File: config.mk
export PLATFORM = sky130hd
export DESIGN_NAME = desc_ring_addr_gen
export DESIGN_NICKNAME = d
export VERILOG_FILES = /design/src/rtl/drag_pkg.sv /design/src/rtl/drag_cfg_shadow.sv /design/src/rtl/drag_step_calc.sv /design/src/rtl/drag_word_seq.sv /design/src/rtl/desc_ring_addr_gen.sv
export SDC_FILE = /design/constraint.sdc
export NUM_CORES = 1
export LEC_CHECK = 0
export CAP_MARGIN = 20
export CORE_MARGIN = 4
export CORE_UTILIZATION = 49
export DETAILED_ROUTE_END_ITERATION = 8
export GPL_TIMING_DRIVEN = 0
export PLACE_DENSITY_LB_ADDON = 0.2
export SYNTH_ARGS = -nofsm -noshare
export SYNTH_HDL_FRONTEND = slang
export SYNTH_SLANG_ARGS = --single-unit
File: constraint.sdc
create_clock -name clk -period 2.87 [get_ports clk]
set_clock_uncertainty 0.05 [all_clocks]
set_input_delay 0.287 -clock clk [delete_from_list [all_inputs] [get_ports clk]]
set_output_delay 0.287 -clock clk [all_outputs]
set_load 0.005 [all_outputs]
File: src/rtl/drag_pkg.sv
package drag_pkg;

    typedef enum logic [1:0] {
        ST_IDLE  = 2'd0,
        ST_READY = 2'd1,
        ST_FETCH = 2'd2
    } ring_state_e;

    function automatic logic [63:0] align_word(input logic [63:0] a);
        return a & ~64'd3;
    endfunction

endpackage

File: src/rtl/drag_cfg_shadow.sv
module drag_cfg_shadow #(
    parameter int ADDR_W = 32,
    parameter int SKIP_W = 5
) (
    input  logic              clk,
    input  logic              rst_n,
    input  logic              capture,
    input  logic [ADDR_W-1:0] base_in,
    input  logic [SKIP_W-1:0] skip_in,
    input  logic              alt_in,
    output logic [ADDR_W-1:0] base_o,
    output logic [SKIP_W-1:0] skip_o,
    output logic              alt_o
);
    typedef struct packed {
        logic [ADDR_W-1:0] base;
        logic [SKIP_W-1:0] skip;
        logic              alt;
    } shadow_t;

    shadow_t sh_d, sh_q;

    always_comb begin
        sh_d = sh_q;
        if (capture) begin
            sh_d.base = base_in & ~ADDR_W'(3);
            sh_d.skip = skip_in;
            sh_d.alt  = alt_in;
        end
    end

    always_ff @(posedge clk or negedge rst_n) begin
        if (!rst_n) sh_q <= '0;
        else        sh_q <= sh_d;
    end

    assign base_o = sh_q.base;
    assign skip_o = sh_q.skip;
    assign alt_o  = sh_q.alt;
endmodule

File: src/rtl/drag_step_calc.sv
module drag_step_calc #(
    parameter int ADDR_W     = 32,
    parameter int SKIP_W     = 5,
    parameter int BASE_WORDS = 4,
    parameter int ALT_WORDS  = 8,
    parameter int CNT_W      = 4
) (
    input  logic [ADDR_W-1:0] cur_addr,
    input  logic [ADDR_W-1:0] base_addr,
    input  logic [SKIP_W-1:0] skip,
    input  logic              alt,
    input  logic              eor,
    output logic [CNT_W-1:0]  words,
    output logic [ADDR_W-1:0] next_addr
);
    localparam int STRIDE_W = ((CNT_W > SKIP_W) ? CNT_W : SKIP_W) + 1;

    logic [STRIDE_W-1:0] stride_words;
    logic [ADDR_W-1:0]   stride_bytes;

    generate
        if (ALT_WORDS == BASE_WORDS) begin : g_fixed_size
            assign words = CNT_W'(BASE_WORDS);
        end else begin : g_sel_size
            assign words = alt ? CNT_W'(ALT_WORDS) : CNT_W'(BASE_WORDS);
        end
    endgenerate

    always_comb begin
        stride_words = STRIDE_W'(words) + STRIDE_W'(skip);
        stride_bytes = ADDR_W'(stride_words) << 2;
        next_addr    = eor ? base_addr : (cur_addr + stride_bytes);
    end
endmodule

File: src/rtl/drag_word_seq.sv
module drag_word_seq #(
    parameter int ADDR_W = 32,
    parameter int IDX_W  = 3
) (
    input  logic              clk,
    input  logic              rst_n,
    input  logic              launch,
    input  logic              abort,
    input  logic [ADDR_W-1:0] start_addr,
    input  logic [IDX_W:0]    word_count,
    output logic              word_valid,
    output logic [ADDR_W-1:0] word_addr,
    output logic [IDX_W-1:0]  word_idx,
    output logic              word_last
);
    typedef struct packed {
        logic              valid;
        logic              last;
        logic [IDX_W-1:0]  idx;
        logic [ADDR_W-1:0] addr;
    } seq_t;

    seq_t sq_d, sq_q;
    logic [IDX_W:0] idx_plus2;

    always_comb begin
        sq_d      = sq_q;
        idx_plus2 = {1'b0, sq_q.idx} + (IDX_W+1)'(2);
        if (abort) begin
            sq_d.valid = 1'b0;
            sq_d.last  = 1'b0;
            sq_d.idx   = '0;
        end else if (launch) begin
            sq_d.valid = 1'b1;
            sq_d.idx   = '0;
            sq_d.addr  = start_addr;
            sq_d.last  = (word_count == (IDX_W+1)'(1));
        end else if (sq_q.valid) begin
            if (sq_q.last) begin
                sq_d.valid = 1'b0;
                sq_d.last  = 1'b0;
                sq_d.idx   = '0;
            end else begin
                sq_d.idx  = sq_q.idx + 1'b1;
                sq_d.addr = sq_q.addr + ADDR_W'(4);
                sq_d.last = (idx_plus2 == word_count);
            end
        end
    end

    always_ff @(posedge clk or negedge rst_n) begin
        if (!rst_n) sq_q <= '0;
        else        sq_q <= sq_d;
    end

    assign word_valid = sq_q.valid;
    assign word_addr  = sq_q.addr;
    assign word_idx   = sq_q.idx;
    assign word_last  = sq_q.last;
endmodule

File: src/rtl/desc_ring_addr_gen.sv
module desc_ring_addr_gen
    import drag_pkg::*;
#(
    parameter int ADDR_W     = 32,
    parameter int SKIP_W     = 5,
    parameter int BASE_WORDS = 4,
    parameter int ALT_WORDS  = 8,
    parameter int IDX_W      = $clog2(ALT_WORDS)
) (
    input  logic              clk,
    input  logic              rst_n,
    input  logic              run_en,
    input  logic [ADDR_W-1:0] cfg_base,
    input  logic [SKIP_W-1:0] cfg_skip,
    input  logic              cfg_alt_size,
    input  logic              fetch_req,
    input  logic              advance,
    input  logic              desc_eor,
    output logic [ADDR_W-1:0] desc_addr,
    output logic              word_valid,
    output logic [ADDR_W-1:0] word_addr,
    output logic [IDX_W-1:0]  word_idx,
    output logic              word_last
);
    localparam int CNT_W = IDX_W + 1;

    typedef struct packed {
        ring_state_e       state;
        logic [ADDR_W-1:0] desc;
    } ctl_t;

    ctl_t ctl_d, ctl_q;

    logic              capture;
    logic              launch;
    logic              abort;
    logic [ADDR_W-1:0] sh_base;
    logic [SKIP_W-1:0] sh_skip;
    logic              sh_alt;
    logic [CNT_W-1:0]  desc_words;
    logic [ADDR_W-1:0] step_addr;
    logic [ADDR_W-1:0] base_aligned;

    assign base_aligned = cfg_base & ~ADDR_W'(3);
    assign capture      = (ctl_q.state == ST_IDLE);

    drag_cfg_shadow #(.ADDR_W(ADDR_W), .SKIP_W(SKIP_W)) u_shadow (
        .clk     (clk),
        .rst_n   (rst_n),
        .capture (capture),
        .base_in (cfg_base),
        .skip_in (cfg_skip),
        .alt_in  (cfg_alt_size),
        .base_o  (sh_base),
        .skip_o  (sh_skip),
        .alt_o   (sh_alt)
    );

    drag_step_calc #(
        .ADDR_W(ADDR_W), .SKIP_W(SKIP_W), .BASE_WORDS(BASE_WORDS),
        .ALT_WORDS(ALT_WORDS), .CNT_W(CNT_W)
    ) u_step (
        .cur_addr  (ctl_q.desc),
        .base_addr (sh_base),
        .skip      (sh_skip),
        .alt       (sh_alt),
        .eor       (desc_eor),
        .words     (desc_words),
        .next_addr (step_addr)
    );

    always_comb begin
        ctl_d  = ctl_q;
        launch = 1'b0;
        abort  = !run_en;
        if (!run_en) begin
            ctl_d.state = ST_IDLE;
            ctl_d.desc  = base_aligned;
        end else begin
            unique case (ctl_q.state)
                ST_IDLE: begin
                    ctl_d.desc  = base_aligned;
                    ctl_d.state = ST_READY;
                end
                ST_READY: begin
                    if (advance) begin
                        ctl_d.desc = step_addr;
                    end else if (fetch_req) begin
                        ctl_d.state = ST_FETCH;
                        launch      = 1'b1;
                    end
                end
                ST_FETCH: begin
                    if (word_valid && word_last) ctl_d.state = ST_READY;
                end
                default: ctl_d.state = ST_IDLE;
            endcase
        end
    end

    always_ff @(posedge clk or negedge rst_n) begin
        if (!rst_n) begin
            ctl_q.state <= ST_IDLE;
            ctl_q.desc  <= '0;
        end else begin
            ctl_q <= ctl_d;
        end
    end

    drag_word_seq #(.ADDR_W(ADDR_W), .IDX_W(IDX_W)) u_seq (
        .clk        (clk),
        .rst_n      (rst_n),
        .launch     (launch),
        .abort      (abort),
        .start_addr (ctl_q.desc),
        .word_count (desc_words),
        .word_valid (word_valid),
        .word_addr  (word_addr),
        .word_idx   (word_idx),
        .word_last  (word_last)
    );

    assign desc_addr = ctl_q.desc;
endmodule

Word level (Yosys, flattened, before mapping)
Cells that the tools add are included.
{"block": "classes", "addsub": 5, "eq_ne": 11, "n_mux": 19, "n_reduce_logical": 6}
{"cell": "32-bit 2-to-1 mux", "count": 3}
{"cell": "37-bit 2-to-1 mux", "count": 2}
{"cell": "32-bit one-hot mux with 2 select lines", "count": 1}
{"cell": "34-bit 2-to-1 mux", "count": 1}
{"cell": "32-bit by 3-bit adder with 32-bit output, second input constant", "count": 1}
{"cell": "32-bit by 8-bit adder with 32-bit output", "count": 1}
{"cell": "3-bit != test, second input constant", "count": 4}
{"cell": "4-bit 2-to-1 mux", "count": 2}
{"cell": "4-bit by 5-bit adder with 6-bit output", "count": 1}
{"cell": "2-bit 2-to-1 mux", "count": 3}
{"cell": "3-bit by 1-bit != test with 1-bit output, second input constant", "count": 2}
{"cell": "2-bit one-hot mux with 3 select lines", "count": 1}
{"cell": "3-bit AND reduction", "count": 2}
{"cell": "1-bit 2-to-1 mux", "count": 5}
{"cell": "5-bit 2-to-1 mux", "count": 1}
{"cell": "3-bit by 2-bit adder with 4-bit output, second input constant", "count": 1}
{"cell": "4-bit by 1-bit == test with 1-bit output, second input constant", "count": 1}
{"cell": "4-bit == test", "count": 1}
{"cell": "3-bit by 1-bit adder with 3-bit output, second input constant", "count": 1}
{"cell": "2-bit by 1-bit == test with 1-bit output, second input constant", "count": 1}
{"cell": "2-bit == test, second input constant", "count": 1}
{"cell": "2-bit zero test", "count": 1}
{"cell": "2-bit != test, second input constant", "count": 1}
{"cell": "2-bit AND reduction", "count": 1}
{"cell": "2 further kinds", "count": 2}
{"block": "word_totals", "regBits": 107, "inputBits": 44, "out_inout_bits": 69, "elab_cells": 50}

Longest topological paths before layout
Gate-level depths: netlist of run 1.
{"block": "depth", "word_depth": 7, "depth_mapped": 12, "ltp_nobuf": 10}

Modules after synthesis
A second synthesis of run 1 with hierarchy kept.
{"block": "unflattened", "hier_cells": 848, "hier_area_um2": 7587.3}
{"mod": "drag_word_seq", "n_inst": 1, "cells_per_inst": 289, "area_per_inst_um2": 2307.2, "seq_area_each_um2": 925.9}
{"mod": "desc_ring_addr_gen", "n_inst": 1, "cells_per_inst": 256, "area_per_inst_um2": 2269.7, "seq_area_each_um2": 850.8}
{"mod": "drag_cfg_shadow", "n_inst": 1, "cells_per_inst": 79, "area_per_inst_um2": 1508.9, "seq_area_each_um2": 900.9}
{"mod": "drag_step_calc", "n_inst": 1, "cells_per_inst": 224, "area_per_inst_um2": 1501.4, "seq_area_each_um2": 0.0}

Least setup slack after synthesis of run 1
OpenSTA, ideal clock, no wires.
{"block": "synth_timing", "path_type": "reg2reg", "startpoint": "register u_shadow.sh_q, in the netlist u_shadow.alt_o", "endpoint": "register ctl_q, in the netlist desc_addr[30]", "setup_ps": 133, "arrival_time_ps": 2803, "required_ps": 2687, "slack_ps": -116, "path_stages_with_launch": 12, "n_path_buf": 1, "synth_period_minus_slack_ps": 2986, "cell_sequence": "dfrtp_1 -> inv_1 -> ha_1 -> fa_1 -> xor2_1 -> ha_1 -> buf_2 -> a211o_2 -> a31oi_4 -> or4_1 -> o41ai_1 -> a21oi_1"}
{"block": "synth_between", "elab_chain_len": 7}
{"element": "start: declaration", "line": "drag_cfg_shadow.sv:21", "text": "shadow_t sh_d, sh_q;"}
{"element": "start signal: assignment", "line": "drag_cfg_shadow.sv:33", "text": "if (!rst_n) sh_q <= '0;"}
{"element": "start signal: assignment", "line": "drag_cfg_shadow.sv:34", "text": "else sh_q <= sh_d;"}
{"element": "4-bit 2-to-1 mux", "line": "drag_step_calc.sv:25", "text": "assign words = alt ? CNT_W'(ALT_WORDS) : CNT_W'(BASE_WORDS);"}
{"element": "4-bit by 5-bit adder with 6-bit output", "line": "drag_step_calc.sv:30", "text": "stride_words = STRIDE_W'(words) + STRIDE_W'(skip);"}
{"element": "32-bit by 8-bit adder with 32-bit output", "line": "drag_step_calc.sv:32", "text": "next_addr = eor ? base_addr : (cur_addr + stride_bytes);"}
{"element": "32-bit 2-to-1 mux", "line": "drag_step_calc.sv:32"}
{"element": "32-bit 2-to-1 mux", "line": "desc_ring_addr_gen.sv:86", "text": "if (advance) begin"}
{"element": "32-bit one-hot mux with 2 select lines", "line": "desc_ring_addr_gen.sv:80", "text": "unique case (ctl_q.state)"}
{"element": "34-bit 2-to-1 mux", "line": "desc_ring_addr_gen.sv:76", "text": "if (!run_en) begin"}
{"element": "end signal: assignment", "line": "desc_ring_addr_gen.sv:106", "text": "ctl_q <= ctl_d;"}
{"element": "end: declaration", "line": "desc_ring_addr_gen.sv:32", "text": "ctl_t ctl_d, ctl_q;"}
Every way passes these cells. The select of a mux whose other input is x is not followed.
A chain may end at the register's enable or synchronous reset.

Final worst setup path of run 1
{"block": "layout_timing", "startpoint": "register u_shadow.sh_q, in the netlist u_shadow.alt_o", "endpoint": "register ctl_q, in the netlist desc_addr[17]"}
Same word-level chain as after synthesis.

==> out/qor.yml, run 1 <==
drt_iter0_drc: 1115
clock.fmax_ghz: 0.354
drc: 0
cpMostUsedCell: "ha_4"
die-area_mm2: 0.0153
worstSetupEndpointType: "flop"
coreArea_mm2: 0.0128
async_flop_share: 1.00
hold_violations: 0
cpMaxStageDelayCell: "dfrtp_2"
worst-setup-path-type: "flop to flop"
cts-htree-levels: 3
nets: 917
path_cells: "inv_2 > ha_4 > fa_2 > xor2_2 > ha_4 > buf_4 > o211ai_1 > o21bai_4 > buf_6 > nand2_4 > o21a_1 > a211oi_1"
worstPathArrival_ns: 3.03
cp_max_fo: 5
grt_usage: 0.293
crit_family: "compound AO/OA/AOI/OAI gates"
synth_compound_area_frac: 0.236
synthAdderAreaFrac: 0.0290
ir_worst_vdd_uv: 519
timing.final.crit_share: 0.985
setup_violations: 0
finalWorstSetupSlack_ns: 0.0441
dr.pass1.iters: 6
ys_ff_latch: 103
p_leak_nw: 3.42
ios: 113
synthCells: 724
layout-drive-gt1-share: 0.188
ant_nets: 0
tritoncts: "built"
grt_max_degree: 56
synthXorXnorAreaFrac: 0.0120
cts_sinks: 103
synth_area_mm2: 0.00655
place_congestion: 0.955
port_buffers: 106
synth-edff-count: 0
gr-total-overflow: 0
path_buf_inv: 3
clock_latency_ns: 0.36
synth_top_family_by_area: "compound AO/OA/AOI/OAI gates"
yosys.area_share.simple: 0.175
hold_depth: 3
required_ns: 3.07
outcome: "finished, final reports clean"
cts_root_buf: "clkbuf_16"
maxSlewHeadroom: 0.347
cts_buffer_depth: 2
path_clk_slew_ns: 0.07
initial_core_util: 0.511
drt-total-wl_um: 21800
cts_buffers: 9
fp.dieH_um: 124
ys.flop_type: "dfrtp_1"
critPathLaunchType: "flop"
num_vias: 6592
ys_warn_count: 0
period_needed_ns: 2.83
grt_first_pass_wirelength_um: 34400
hpwl_um: 15500
drv_cap: 0
ys_types: 77
slew_viol_final: 0
post-place-ws_ns: -0.283
n_antenna_cell: 0
path_depth: 12
hp-class: "input port to flop"
rsz0062_at_grt: "true"
p_per_area_mw_per_mm2: 603
seq_area_frac_synth: 0.394
r2r_slack_ns: 0.04
setup_tns_ns: 0
antenna_found_initial: 0
syn_area_per_cell_um2: 9.04
rr_worst_depth: 12
syn_to_final_growth_pct: 29.7
die_w_um: 124
max_stage_delay_ns: 0.40
vias_per_cell: 6.36
grt_pass1_vias: 6414
wl_per_cell_um: 21.0
muxShareOfSynthArea: 0.0678
rows: 41
tightest_slew_ns: 0.976
[area by class of cell]
class	count	area (µm²)
Clock buffer	11	243
Timing Repair Buffer	123	1220
Fill cell	1022	4330
Sequential cell	103	2580
Tap cell	172	215
Multi-Input combinational cell	518	3590
Clock inverter	5	81.3
Inverter	19	71.3
Buffer	85	488
[kinds of logic (layout without fill, tap and decap cells)]
group / Yosys count / after routing
multiplexers: 40 / 40
other: 1 / 4
AND/OR/NAND/NOR: 216 / 216
XOR/XNOR: 9 / 9
AO/OA/AOI/OAI: 235 / 235
adder cells (fa/ha/maj): 14 / 14
flip-flops: 103 / 103
buffers and inverters: 106 / 243
[power breakdown]
| part | internal (mW) | switching [mW] | total (mW) |
|---|---|---|---|
| Sequential | 1.67 | 0.303 | 1.97 |
| Clock | 0.789 | 0.571 | 1.36 |
| Combinational | 0.962 | 0.828 | 1.79 |
[per-layer routing]
metal	up-vias	track usage	routed length (µm)
met4	0	0.116	627
met3	63	0.0822	2000
li1	2933	-	-
met2	364	0.459	10200
met5	-	0	0
met1	3232	0.384	8920
[tightest hold or removal path, cell delays in order]
cell and delay [ns]:
clkdlybuf4s50_1 0.39, nand2_1 0.05, o21ai_0 0.06
[synthesized netlist by cell type, drive strengths merged, types with 4 or more instances]
cell type | number | area [µm²]
and3 | 7 | 43.8
nor3 | 16 | 96.4
or4 | 8 | 61.3
a211oi | 9 | 67.6
a32oi | 5 | 43.8
a21o | 6 | 52.6
buf | 58 | 378
mux2i | 5 | 50.1
a22oi | 10 | 75.1
inv | 19 | 71.3
o31ai | 7 | 52.6
and2 | 6 | 37.5
a21oi | 67 | 335
o31a | 4 | 35.0
a2bb2oi | 4 | 35.0
nand2 | 63 | 244
o311ai | 5 | 43.8
xor2 | 5 | 43.8
a31oi | 9 | 71.3
xnor2 | 4 | 35.0
nor2 | 34 | 128
o21a | 6 | 45.0
o22ai | 5 | 31.3
clkbuf | 29 | 110
dfrtp | 103 | 2580
nand3 | 38 | 195
or3 | 5 | 36.3
nor4 | 7 | 71.3
ha | 12 | 150
a31o | 4 | 35.0
o21ai | 54 | 274
o211ai | 13 | 97.6
nand4 | 18 | 125
mux2 | 35 | 394
[timing repair]
action	4_1_cts	5_1_grt
pin swaps	7	11
cloned	1	0
endpoints found under the setup margin	24	21
resized for setup	21	18
hold buffers	1	0
buffers inserted	8	7
hold endpoints to repair	48	0
[flip-flops by register name (all words and copies together) (netlist names)]
| name | count |
|---|---|
| u_shadow.base_o | 30 |
| u_seq.word_last | 1 |
| ctl_q | 2 |
| u_shadow.alt_o | 1 |
| u_shadow.skip_o | 5 |
| u_seq.word_idx | 3 |
| u_seq.word_addr | 30 |
| u_seq.word_valid | 1 |
| desc_addr | 30 |
[path summary, 6_finish.rpt]
path | end | startpoint
worst max-delay path | desc_addr[17] | u_shadow.alt_o
worst min-delay path | u_shadow.alt_o | cfg_alt_size
worst max register to register | desc_addr[17] | u_shadow.alt_o
worst min register to register | u_shadow.base_o[13] | u_shadow.base_o[13]
max in group asynchronous | u_shadow.alt_o | rst_n
min in group asynchronous | u_seq.word_addr[5] | rst_n
[cell usage in the layout, fill, tap and decap left out, drive strengths merged, types with 6 or more instances in the layout]
master,instances
o31ai,7
and3,7
or4,8
mux2,35
o21ai,54
and2,6
nand3,38
nor2,34
nand4,18
nor4,7
nor3,16
a21oi,67
a31oi,9
clkdlybuf4s50,105
o21a,6
a211oi,9
o211ai,13
a22oi,10
nand2,63
inv,19
clkbuf,40
a21o,6
ha,12
buf,73
dfrtp,103
[through the flow]
stage | instances | util | area (µm²) | power (mW) | hold slack (ns)
2_1_floorplan | 727 | - | 6590 | 2.78 | -0.0586
3_3_place_gp | 1005 | 0.613 | 7870 | 3.44 | 0.433
3_5_place_dp | 1006 | 0.615 | 7890 | 3.50 | 0.312
4_1_cts | 1031 | 0.654 | 8390 | 5.05 | 0.420
5_1_grt | 1036 | 0.662 | 8490 | 5.37 | 0.469
6_report | 1036 | 0.662 | 8490 | 5.12 | 0.425
No activity file was read; power rests on OpenSTA's default activity.
==> run 2: changes to the inputs <==
CORE_MARGIN = 3   (was 4)
clock period = 2.34 ns   (was 2.87 ns; I/O delays follow)
==> out/qor.yml, run 2 (same netlist as run 1, synthesis figures left out) <==
timing.final.crit_share: 1.24  # +0.252
tightest_slew_ns: 0.782  # -0.194 ns
die_w_um: 122  # -1.6%
setup_tns_ns: -11.17  # -11.17 ns
rows: 41  # unchanged
grt_usage: 0.306  # +0.0138
syn_to_final_growth_pct: 37.2
grt_pass1_vias: 6607  # +3.0%
final_util: 0.700  # +0.0382
initial_core_util: 0.511  # unchanged
design_area_mm2: 0.00898  # +5.8%
p_leak_nw: 3.61  # +5.8%
cpMostUsedCell: "ha_4"
violations: "negative setup slack"
hpwl_um: 15200  # -2.3%
p_per_area_mw_per_mm2: 742  # +23%
worstSetupEndpointType: "flop"
grt_max_degree: 67  # +20%
ios: 113  # unchanged
ant_nets: 0  # unchanged
n_antenna_cell: 0  # unchanged
gr-total-overflow: 0  # unchanged
drc: 0  # unchanged
hp-class: "input port to asynchronous set/reset pin"
vias_per_cell: 6.45  # +1.4%
ir_worst_vdd_uv: 734  # +41%
grt_first_pass_wirelength_um: 35300  # +2.5%
finalWorstSetupSlack_ns: -0.554  # -0.598 ns
maxSlewHeadroom: 0.476  # +0.130
required_ns: 2.55  # -0.52 ns
p_total_mw: 6.66  # +30%
cts_sinks: 103  # unchanged
layout_commonest_cell: "clkdlybuf4s50_1"
hold_violations: 0  # unchanged
critPathLaunchType: "flop"
slew_viol_final: 0  # unchanged
clock_latency_ns: 0.36  # about the same
num_vias: 6869  # +4.2%
drt-total-wl_um: 22800  # +4.7%
fillCellCount: 974  # -4.7%
fp.dieH_um: 122  # -1.6%
final_cells: 1065  # +2.8%
post-place-ws_ns: -0.748  # -0.465 ns
worst-setup-path-type: "flop to flop"
place_congestion: 0.932  # -2.4%
clock.fmax_ghz: 0.346  # -2.4%
cp_max_fo: 5  # unchanged
port_buffers: 106  # unchanged
multi_input_area_mm2: 0.00383  # +6.7%
tritoncts: "built"
drt_iter0_drc: 1043  # -6.5%
path_cells: "inv_2 > ha_4 > fa_2 > xor2_2 > ha_4 > a211o_4 > a31oi_4 > buf_4 > nor2_2 > o31a_1 > o32ai_1"
drv_cap: 0  # unchanged
layout-drive-gt1-share: 0.249  # +0.0611
path_clk_slew_ns: 0.07  # about the same
cts_buffers: 9  # unchanged
cts_root_buf: "clkbuf_16"
placed_area_mm2: 0.00798  # +1.1%
dr.pass1.iters: 6  # unchanged
cts_buffer_depth: 2  # unchanged
outcome: "finished with violations"
wl_per_cell_um: 21.4  # +1.9%
final_cell_mix: "clkdlybuf4s50_1 (105), dfrtp_1 (102), buf_4 (67)"
cts-htree-levels: 3  # unchanged
coreArea_mm2: 0.0128  # unchanged
max_stage_delay_ns: 0.40  # about the same
crit_family: "compound AO/OA/AOI/OAI gates"
whs_ns: 0.343  # -0.0818 ns
antenna_found_initial: 0  # unchanged
setup_violations: 26  # +26
nets: 946  # +3.2%
seq_area_mm2: 0.00258  # unchanged
worstPathArrival_ns: 3.11  # +0.08 ns
rsz0062_at_grt: "true"
path_buf_inv: 2  # -1
cpMaxStageDelayCell: "dfrtp_2"
period_needed_ns: 2.89  # +0.0682 ns
placed_cells: 1006  # unchanged
die-area_mm2: 0.0148  # -3.2%
==> run 2: changes by cell type in the layout (fill, tap and decap cells not counted), sizes merged <==
cell,previous run,this run
bufinv,2,1
clkinv,2,0
a31o,4,5
clkbuf,40,43
a31oi,9,10
buf,73,100
==> run 2: cell type report <==
type                            count  area share
Tap cell                          172      0.0240
Inverter                           19     0.00794
Multi-Input combinational cell    520       0.427
Sequential cell                   103       0.287
Buffer                             85      0.0553
Timing Repair Buffer              150       0.164
Clock inverter                      2     0.00418
Clock buffer                       14      0.0305
==> run 2: path summary, 6_finish.rpt <==
path	startpoint	to	slack, ns	depth (start not counted)
max	u_shadow.alt_o	desc_addr[10]	-0.55	11
min	rst_n	u_seq.word_addr[8]	0.34	2
min in group clk	cfg_alt_size	u_shadow.alt_o	0.39	3
max reg2reg	u_shadow.alt_o	desc_addr[10]	-0.55	11
max in group asynchronous	rst_n	desc_addr[6]	1.18	3
min reg2reg	u_shadow.base_o[6]	u_shadow.base_o[6]	0.46	1
==> run 2: layer usage <==
layer  up-vias  GRT usage  share of wire
li1       2994          -              -
met1      3329      0.411           0.41
met2       454      0.485           0.46
met3        92     0.0483          0.089
met4         0      0.153          0.040
met5         -          0              0
==> run 2: where the power goes <==
group	internal [mW]	switching (mW)
clock network	0.919	0.681
registers	2.04	0.378
logic	1.40	1.24
==> run 2: repair_timing <==
action / CTS / global route
endpoints found under the hold margin: 37 / 0
setup buffers: 35 / 15
pin swaps: 21 / 25
cloned: 2 / 1
setup endpoints to repair: 26 / 60
hold buffers: 1 / 0
gates resized for setup: 39 / 39
==> run 3: changes to the inputs <==
ABC_AREA = 0   (was unset)
ABC_CLOCK_PERIOD_IN_PS = 2340   (was unset)
==> results of run 3 <==
No change in the layout: final DEF, timing and power equal those of run 2.
